File: src/rtl/srcdiv_pkg.sv
package srcdiv_pkg;

   localparam int unsigned CW         = 16;
   localparam int unsigned FIELD_W    = 4;
   localparam int unsigned BIT_OFF    = 15;
   localparam int unsigned BIT_SPARE  = 14;
   localparam int unsigned SEL_LSB    = 12;
   localparam int unsigned BIT_ALT    = 11;
   localparam int unsigned D2_LSB     = 4;
   localparam int unsigned D1_LSB     = 0;
   localparam logic [CW-1:0] RST_WORD = 16'h8000;

   typedef enum logic [1:0] {
      SRC_OSC  = 2'd0,
      SRC_PLL0 = 2'd1,
      SRC_PLL1 = 2'd2,
      SRC_PLL2 = 2'd3
   } src_sel_e;

   // bits of the control word that an instance actually stores
   function automatic logic [CW-1:0] live_mask(input bit has_d2, input bit has_alt,
                                               input bit has_spare,
                                               input int unsigned d1w,
                                               input int unsigned d2w);
      logic [CW-1:0] m;
      m = '0;
      m[BIT_OFF]              = 1'b1;
      m[SEL_LSB +: 2]         = 2'b11;
      m[BIT_SPARE]            = has_spare;
      m[BIT_ALT]              = has_alt;
      for (int i = 0; i < int'(FIELD_W); i++) begin
         m[D1_LSB + i] = (i < int'(d1w));
         m[D2_LSB + i] = has_d2 && (i < int'(d2w));
      end
      return m;
   endfunction

endpackage

File: src/rtl/srcdiv_ctrl_reg.sv
module srcdiv_ctrl_reg
   import srcdiv_pkg::*;
#(
   parameter logic [CW-1:0] MASK = '1
) (
   input  logic          clk,
   input  logic          rst_n,
   input  logic          wr_en,
   input  logic [CW-1:0] wr_data,
   output logic [CW-1:0] ctrl_q
);

   always_ff @(posedge clk or negedge rst_n) begin
      if (!rst_n) begin
         ctrl_q <= RST_WORD & MASK;
      end else if (wr_en) begin
         ctrl_q <= wr_data & MASK;
      end
   end

endmodule

File: src/rtl/srcdiv_src_mux.sv
module srcdiv_src_mux
   import srcdiv_pkg::*;
(
   input  src_sel_e sel,
   input  logic     alt_en,
   input  logic     osc_stb,
   input  logic     pll0_stb,
   input  logic     pll1_stb,
   input  logic     pll2_stb,
   input  logic     alt_osc_stb,
   output logic     src_stb
);

   logic base_stb;

   always_comb begin
      unique case (sel)
         SRC_OSC:  base_stb = osc_stb;
         SRC_PLL0: base_stb = pll0_stb;
         SRC_PLL1: base_stb = pll1_stb;
         SRC_PLL2: base_stb = pll2_stb;
         default:  base_stb = 1'b0;
      endcase
   end

   // override wins over the select field
   assign src_stb = alt_en ? alt_osc_stb : base_stb;

endmodule

File: src/rtl/srcdiv_stage.sv
module srcdiv_stage #(
   parameter int unsigned W = 4
) (
   input  logic         clk,
   input  logic         rst_n,
   input  logic         clr,
   input  logic         tick_in,
   input  logic [W-1:0] limit,
   output logic         tick_out
);

   logic [W-1:0] cnt_q;
   logic         at_limit;

   assign at_limit = (cnt_q == limit);
   assign tick_out = tick_in && at_limit;

   always_ff @(posedge clk or negedge rst_n) begin
      if (!rst_n) begin
         cnt_q <= '0;
      end else if (clr) begin
         cnt_q <= '0;
      end else if (tick_in) begin
         cnt_q <= at_limit ? '0 : cnt_q + 1'b1;
      end
   end

endmodule

File: src/rtl/srcdiv_cell.sv
module srcdiv_cell
   import srcdiv_pkg::*;
#(
   parameter bit          HAS_DIV2  = 1'b1,
   parameter bit          HAS_ALT   = 1'b1,
   parameter bit          HAS_SPARE = 1'b0,
   parameter int unsigned DIV1_W    = 4,
   parameter int unsigned DIV2_W    = 4
) (
   input  logic        clk,
   input  logic        rst_n,
   input  logic        wr_en,
   input  logic [15:0] wr_data,
   output logic [15:0] rd_data,
   input  logic        osc_stb,
   input  logic        pll0_stb,
   input  logic        pll1_stb,
   input  logic        pll2_stb,
   input  logic        alt_osc_stb,
   output logic        out_stb
);

   localparam logic [CW-1:0] MASK =
      live_mask(HAS_DIV2, HAS_ALT, HAS_SPARE, DIV1_W, DIV2_W);

   if (DIV1_W < 1 || DIV1_W > FIELD_W) begin : g_bad_d1
      $error("srcdiv_cell: DIV1_W must lie in 1..4");
   end
   if (DIV2_W < 1 || DIV2_W > FIELD_W) begin : g_bad_d2
      $error("srcdiv_cell: DIV2_W must lie in 1..4");
   end

   logic [CW-1:0] ctrl_q;
   logic          off;
   logic          clr;
   logic          src_stb;
   logic          s1_stb;
   logic          s2_stb;
   src_sel_e      sel;

   srcdiv_ctrl_reg #(.MASK(MASK)) u_reg (
      .clk     (clk),
      .rst_n   (rst_n),
      .wr_en   (wr_en),
      .wr_data (wr_data),
      .ctrl_q  (ctrl_q)
   );

   assign rd_data = ctrl_q;
   assign off     = ctrl_q[BIT_OFF];
   assign clr     = wr_en || off;
   assign sel     = src_sel_e'(ctrl_q[SEL_LSB +: 2]);

   srcdiv_src_mux u_mux (
      .sel         (sel),
      .alt_en      (ctrl_q[BIT_ALT]),
      .osc_stb     (osc_stb),
      .pll0_stb    (pll0_stb),
      .pll1_stb    (pll1_stb),
      .pll2_stb    (pll2_stb),
      .alt_osc_stb (alt_osc_stb),
      .src_stb     (src_stb)
   );

   srcdiv_stage #(.W(DIV1_W)) u_stage1 (
      .clk      (clk),
      .rst_n    (rst_n),
      .clr      (clr),
      .tick_in  (src_stb),
      .limit    (ctrl_q[D1_LSB +: DIV1_W]),
      .tick_out (s1_stb)
   );

   if (HAS_DIV2) begin : g_stage2
      srcdiv_stage #(.W(DIV2_W)) u_stage2 (
         .clk      (clk),
         .rst_n    (rst_n),
         .clr      (clr),
         .tick_in  (s1_stb),
         .limit    (ctrl_q[D2_LSB +: DIV2_W]),
         .tick_out (s2_stb)
      );
   end else begin : g_bypass2
      assign s2_stb = s1_stb;
   end

   always_ff @(posedge clk or negedge rst_n) begin
      if (!rst_n) begin
         out_stb <= 1'b0;
      end else begin
         out_stb <= s2_stb && !clr;
      end
   end

endmodule

File: config.mk
export PLATFORM = sky130hd
export DESIGN_NAME = srcdiv_cell
export DESIGN_NICKNAME = d
export VERILOG_FILES = /design/src/rtl/srcdiv_pkg.sv /design/src/rtl/srcdiv_ctrl_reg.sv /design/src/rtl/srcdiv_src_mux.sv /design/src/rtl/srcdiv_stage.sv /design/src/rtl/srcdiv_cell.sv
export SDC_FILE = /design/constraint.sdc
export NUM_CORES = 1
export LEC_CHECK = 0
export BUFFER_PORTS_ARGS = -buffer_cell sky130_fd_sc_hd__buf_4
export CORE_ASPECT_RATIO = 0.6
export CORE_MARGIN = 2
export CORE_UTILIZATION = 43
export CTS_BUF_LIST = sky130_fd_sc_hd__clkbuf_2
export CTS_CLUSTER_SIZE = 8
export DETAILED_ROUTE_END_ITERATION = 8
export GPL_TIMING_DRIVEN = 0
export PLACE_DENSITY = 0.77
export REMOVE_ABC_BUFFERS = 1
export SYNTH_ARGS = -nofsm -noshare
export SYNTH_HDL_FRONTEND = slang
export SYNTH_SLANG_ARGS = --single-unit
export TNS_END_PERCENT = 10
File: constraint.sdc
create_clock -name clk -period 1.8 [get_ports clk]
set_input_delay 0.36 -clock clk [delete_from_list [all_inputs] [get_ports clk]]
set_output_delay 0.36 -clock clk [all_outputs]
set_load 0.03 [all_outputs]
==> flow_metrics.py, run 1 <==
metrics = {
    "status": {
        "status": "finished, final reports clean",
    },
    "synth": {
        "post_synth_inst_count": 100,
        "synth.ff_latch_count": 21,
        "synth-async-reset-ratio_pct": 100.0,
        "seq_area_frac_synth_pct": 46.06,
        "synth.area.top_cells": "dfrtp_1, mux2_2, xnor2_1",
        "synth_enable_flop_cells": 0,
        "yosys.area.top_type": "dfrtp_1",
        "synth_flop_cell": "dfrtp_1",
        "ys_types": 36,
        "yosys.area.top_type_share_pct": 43.76,
        "syn_area_per_cell_um2": 11.44,
        "post_synth_instance_area_mm2": 0.001144,
        "synth-warning-count": 0,
    },
    "timing": {
        "unrepaired_setup_endpoints_after_global_routing": "false",
        "worst_slew_margin_rel_pct": 55.70,
        "worst-slew-pin-transition_ps": 662.0,
        "post_route_fraction_of_the_period_consumed_by_the_critical_path_pct": 92.90,
        "final_report_setup_violation_count": 0,
        "fmax_ghz": 0.5980,
        "slew_violations": 0,
        "final_setup_margin_ps": 127.8,
        "period_minus_slack_ps": 1672,
        "finalClockSkew_ps": 8.668,
        "timing_hold_violations_final": 0,
    },
    "global_routing": {
        "grt_max_degree": 22,
        "grt_antenna_before_repair": 0,
        "use_met3_pct": 6.047,
        "groute.layer.met2.usage_pct": 28.11,
        "global_route.peak_usage_layer": "met2",
        "first_global_vias": 896,
        "globalRouteTotalUtil_pct": 17.93,
        "grt.met1_usage_pct": 23.91,
        "grt_first_pass_wirelength_um": 4188,
        "overflow_left_after_global_routing": 0,
    },
    "hold_path": {
        "hp-class": "input port to flip-flop",
    },
    "clocking": {
        "maximum_count_of_clock_buffers_along_a_single_path": 2,
        "path_clk_slew_ps": 200,
        "worstSkewPairLatency_ps": 330,
        "cts-htree-levels": 1,
        "cts_root_buf": "clkbuf_2",
        "tritoncts": "done",
        "tritoncts.num_buffers": 3,
        "cts.sinks": 21,
    },
    "job": {
        "max-cap-violations": 0,
    },
    "layout": {
        "layout_common_cells": "buf_4, dfrtp_1, mux2_2, xnor2_1, o211ai_1",
        "layout.cells.most_common": "buf_4",
        "layout-drive-gt1-share_pct": 41.67,
        "final_core_utilization_pct": 56.70,
        "net_count_reported_at_finish": 159,
        "n_diodes": 0,
        "fin_cells": 164,
        "layout.filler_cells": 228,
        "layout-area-overhead-vs-synth_pct": 25.05,
    },
    "worst_setup_path": {
        "worstPathCellList": "xnor2_1 > nand4_1 > a211o_2 > a32o_1",
        "arrival_ps": 1920,
        "critical_path.max_stage_delay_ps": 440,
        "setup.worst_path.start_class": "flip-flop",
        "slowest_stage": "dfrtp_1",
        "cp-end-kind": "flip-flop",
        "worst-setup-path-type": "flip-flop to flip-flop",
        "critPathMaxFanout": 5,
        "cp_data_required_time_ps": 2040,
    },
    "routing": {
        "first_pass_iters": 4,
        "via_count": 904,
        "post_drt_antenna_nets": 0,
        "drc_errors": 0,
        "totalWireLength_um": 2484,
        "via_per_inst": 5.512,
        "drt_iter0_markers": 53,
        "detail_route.wl_per_cell_um": 15.15,
    },
    "pwr": {
        "pwr_density_cell_mw_per_mm2": 721.8,
        "vdd.ir_drop.worst_mv": 0.3149,
        "power.static_leakage_nw": 0.6152,
    },
    "floorplan": {
        "dieArea_mm2": 0.003101,
        "core_mm2": 0.002522,
        "floorplan.die.height_um": 43.95,
        "boundaryPins": 41,
        "effective_utilization_at_floorplan_pct": 45.34,
        "placement_rows": 14,
        "die_width_um": 70.58,
    },
    "place": {
        "dp.final_hpwl_um": 1820,
        "portBuffers": 32,
        "pre_cts_slack_ps": -17.48,
        "dp_cells": 158,
        "place.gp.congestion": 0.7519,
    },
}
==> logic make-up (layout without fill, tap and decap cells) <==
family	Yosys count	after routing	synth area share, %
compound gates	18	18	12.80
xor+xnor	8	8	6.127
fa+ha+maj	2	2	2.188
buf+inv	10	39	5.032
flops	21	21	46.06
mux	15	15	14.44
other cells	1	4	0.3279
simple gates	25	25	13.02
==> power by group <==
group	switching, mW	leakage, nW	internal, mW	total (mW)
clock	0.147	0.0166	0.0588	0.206
sequential	0.0336	0.264	0.505	0.538
combinational	0.160	0.334	0.128	0.288
total	0.341	0.615	0.691	1.03
==> path summary, 6_finish.rpt <==
check                                 from                end  slack, ps  cells after the start
hold reg to reg            u_reg.ctrl_q[4]    u_reg.ctrl_q[4]        580                      1
hold / removal                  wr_data[0]    u_reg.ctrl_q[0]        240                      2
min in group asynchronous            rst_n    u_reg.ctrl_q[0]        410                      2
max in group asynchronous            rst_n   u_reg.ctrl_q[15]       1110                      2
setup reg to reg           u_reg.ctrl_q[3]  u_stage1.cnt_q[3]        130                      4
setup / recovery           u_reg.ctrl_q[3]  u_stage1.cnt_q[3]        130                      4
==> cell type report <==
type	instances	area [um2]	share of cell area, %
clock buffers	4	20.02	1.400
inverters	1	3.754	0.2625
multi-input cells	72	581.8	40.68
flip-flops and latches	21	526.8	36.83
well taps	32	40.04	2.800
repair buffers	34	257.7	18.02
==> registers in the layout, indices dropped and copies added, names as in the netlist <==
signal	flops
u_reg.ctrl_q	12
out_stb	1
g_stage2.u_stage2.cnt_q	4
u_stage1.cnt_q	4
==> critical path, delay by kind of cell, from the launching register on <==
family / cells / cell delay (ps)
AOI/OAI and AO/OA: 2 / 620
xor gates and xnor gates: 1 / 250
DFF: 1 / 440
and+or+nand+nor: 1 / 270
==> timing repair <==
item	CTS	global route
endpoints found under the hold margin	20	0
cloned	0	0
setup buffers	0	1
setup endpoints to repair	1	2
hold buffers	1	0
gates resized for setup	1	1
pin swaps	0	1
==> layer usage <==
| layer | part of all wire (%) | wire length [um] |
|---|---|---|
| met1 | 48 | 1198 |
| met3 | 6.9 | 171 |
| met4 | 1.0 | 26 |
| met5 | 0 | 0 |
| met2 | 44 | 1087 |
==> metrics by stage <==
| stage | hold WS [ps] | instance area [um2] | TNS (ps) | power, mW |
|---|---|---|---|---|
| after floorplan | 64.41 | 1101 | 0 | 0.7132 |
| after global placement | 257.2 | 1381 | 0 | 0.8214 |
| after detailed placement | 258.8 | 1381 | -17.48 | 0.8313 |
| after CTS | 214.2 | 1416 | 0 | 1.043 |
| after global routing | 195.0 | 1430 | 0 | 1.099 |
| final | 236.1 | 1430 | 0 | 1.032 |
==> cells in the mapped netlist (2+ instances only) <==
cell,number
buf_4,5
o21ai_0,2
clkbuf_1,3
nand3_1,3
a21oi_1,2
ha_1,2
a32o_1,2
nor2_1,2
a32oi_1,2
dfrtp_1,20
nor2b_1,2
mux2_2,12
nor3_1,4
mux2i_1,3
xnor2_1,8
o211ai_1,5
nand4_1,4
(Power assumes the default switching activity.)
==> run 2: changes to the inputs <==
- CORE_UTILIZATION: 43 -> 31
- PLACE_DENSITY: 0.77 -> 0.6
- SLEW_MARGIN: default -> 15
==> run 2 against run 1 <==
  * Design area up 0.87%
  * Highest routed layer is now met3
  * Maximum frequency up 0.64%
  * Sequential share of layout area down 0.32 points
==> flow_metrics.py, run 2 (synthesis results as in run 1) <==
metrics = {
    "global_routing": {
        "grt_antenna_before_repair": 0,
        "grt.met1_usage_pct": 18.49,
        "overflow_left_after_global_routing": 0,
        "grt_first_pass_wirelength_um": 4133,
        "globalRouteTotalUtil_pct": 12.90,
        "global_route.peak_usage_layer": "met2",
        "grt_max_degree": 22,
        "use_met3_pct": 3.710,
        "first_global_vias": 869,
        "groute.layer.met2.usage_pct": 19.62,
    },
    "worst_setup_path": {
        "critPathMaxFanout": 9,
        "arrival_ps": 1940,
        "reg2reg_setup_slack_ps": 140,
        "worst-setup-path-type": "flip-flop to flip-flop",
        "setup.worst_path.start_class": "flip-flop",
        "cp_data_required_time_ps": 2070,
        "cp-end-kind": "flip-flop",
    },
    "layout": {
        "layout.cells.most_common": "buf_4",
        "layout_common_cells": "buf_4, dfrtp_1, mux2_2, xnor2_1, o211ai_1",
        "multi_input_comb_area_um2": 575.6,
        "largest_register_ff_count": 12,
        "layout.filler_cells": 362,
        "n_diodes": 0,
        "net_count_reported_at_finish": 159,
        "layout-area-overhead-vs-synth_pct": 26.15,
        "biggest_registers_after_layout": "u_reg.ctrl_q x12, g_stage2.u_stage2.cnt_q x4, u_stage1.cnt_q x4",
        "ff_latch_area_um2": 526.8,
        "registers.top_by_ff_count": "u_reg.ctrl_q",
        "layout-drive-gt1-share_pct": 40.91,
    },
    "clocking": {
        "tritoncts.num_buffers": 3,
        "worstSkewPairLatency_ps": 330,
        "cts_root_buf": "clkbuf_2",
        "tritoncts": "done",
        "path_clk_slew_ps": 210,
        "cts-htree-levels": 1,
        "maximum_count_of_clock_buffers_along_a_single_path": 2,
        "cts.sinks": 21,
    },
    "routing": {
        "totalWireLength_um": 2498,
        "drt_iter0_markers": 90,
        "detail_route.wl_per_cell_um": 13.96,
        "first_pass_iters": 4,
        "drc_errors": 0,
        "via_count": 917,
        "via_per_inst": 5.123,
        "post_drt_antenna_nets": 0,
    },
    "pwr": {
        "vdd.ir_drop.worst_mv": 0.3851,
        "power.static_leakage_nw": 0.6149,
        "power_total_mw": 1.023,
        "pwr_density_cell_mw_per_mm2": 709.2,
    },
    "status": {
        "status": "finished, final reports clean",
    },
    "timing": {
        "slew_violations": 0,
        "fmax_ghz": 0.6018,
        "period_minus_slack_ps": 1662,
        "unrepaired_setup_endpoints_after_global_routing": "false",
        "final.setup.tns_ps": 0,
        "final_report_setup_violation_count": 0,
        "worst-slew-pin-transition_ps": 670.7,
        "worst_slew_margin_rel_pct": 55.12,
        "post_route_fraction_of_the_period_consumed_by_the_critical_path_pct": 92.31,
        "timing_hold_violations_final": 0,
        "finalClockSkew_ps": 14.61,
    },
    "floorplan": {
        "core_mm2": 0.003595,
        "die_width_um": 82.41,
        "placement_rows": 17,
        "floorplan.die.height_um": 51.05,
        "effective_utilization_at_floorplan_pct": 31.81,
        "dieArea_mm2": 0.004207,
        "boundaryPins": 41,
    },
    "place": {
        "dp.final_hpwl_um": 1856,
        "portBuffers": 32,
        "place.gp.congestion": 0.7914,
    },
    "job": {
        "max-cap-violations": 0,
    },
    "hold_path": {
        "hp-class": "input port to flip-flop",
    },
}
## run 2: layout make-up
class                      count  area share, %
inverter                       1         0.2602
timing repair buffer          34          17.87
multi-input combinational     72          39.90
sequential                    21          36.51
clock buffer                   3          1.041
tap                           47          4.076
clock inverter                 1         0.3469
## run 2: per-layer routing
| layer | vias up | part of all wire [%] |
|---|---|---|
| met4 | 0 | 0 |
| met1 | 457 | 47 |
| met2 | 28 | 47 |
| met3 | 0 | 5.5 |
| li1 | 432 | - |
| met5 | - | 0 |
## run 2: worst max-delay path: stages (launching register included)
cell and delay, ps:
dfrtp_1 480, mux2i_1 180, a22o_4 310, or4_1 510, a21oi_1 140
## run 2: final timing paths
check                                 start                end  cells past startpoint
hold reg to reg             u_reg.ctrl_q[3]    u_reg.ctrl_q[3]                      1
setup reg to reg           u_reg.ctrl_q[12]  u_stage1.cnt_q[0]                      4
max in group asynchronous             rst_n   u_reg.ctrl_q[15]                      2
min in group asynchronous             rst_n    u_reg.ctrl_q[1]                      2
setup / recovery           u_reg.ctrl_q[12]  u_stage1.cnt_q[0]                      4
hold / removal                  wr_data[12]   u_reg.ctrl_q[12]                      2
## run 2: what timing repair did
| item | CTS | global route |
|---|---|---|
| gates resized for setup | 0 | 1 |
| hold buffers | 1 | 0 |
| buffers inserted | 0 | 1 |
| hold endpoints to repair | 20 | 0 |
| setup endpoints to repair | 0 | 1 |
## run 2: through the flow
step / utilization [%] / cell area, um2 / std cells / setup slack [ps] / hold WS (ps)
final: 40.13 / 1443 / 179 / 138.4 / 241.6
after global routing: 40.13 / 1443 / 179 / 34.61 / 197.5
after CTS: 39.78 / 1430 / 178 / 80.23 / 222.0
after detailed placement: 38.95 / 1400 / 173 / 172.2 / 264.7
after global placement: 38.95 / 1400 / 173 / 123.6 / 259.0
after floorplan: - / 1101 / 94 / 126.4 / 64.41
## run 2: power by group
group	leakage, nW	internal [mW]	switching (mW)	total, mW
clock	0.0164	0.0503	0.148	0.198
sequential	0.264	0.505	0.0337	0.538
combinational	0.334	0.128	0.159	0.287
total	0.615	0.683	0.341	1.02
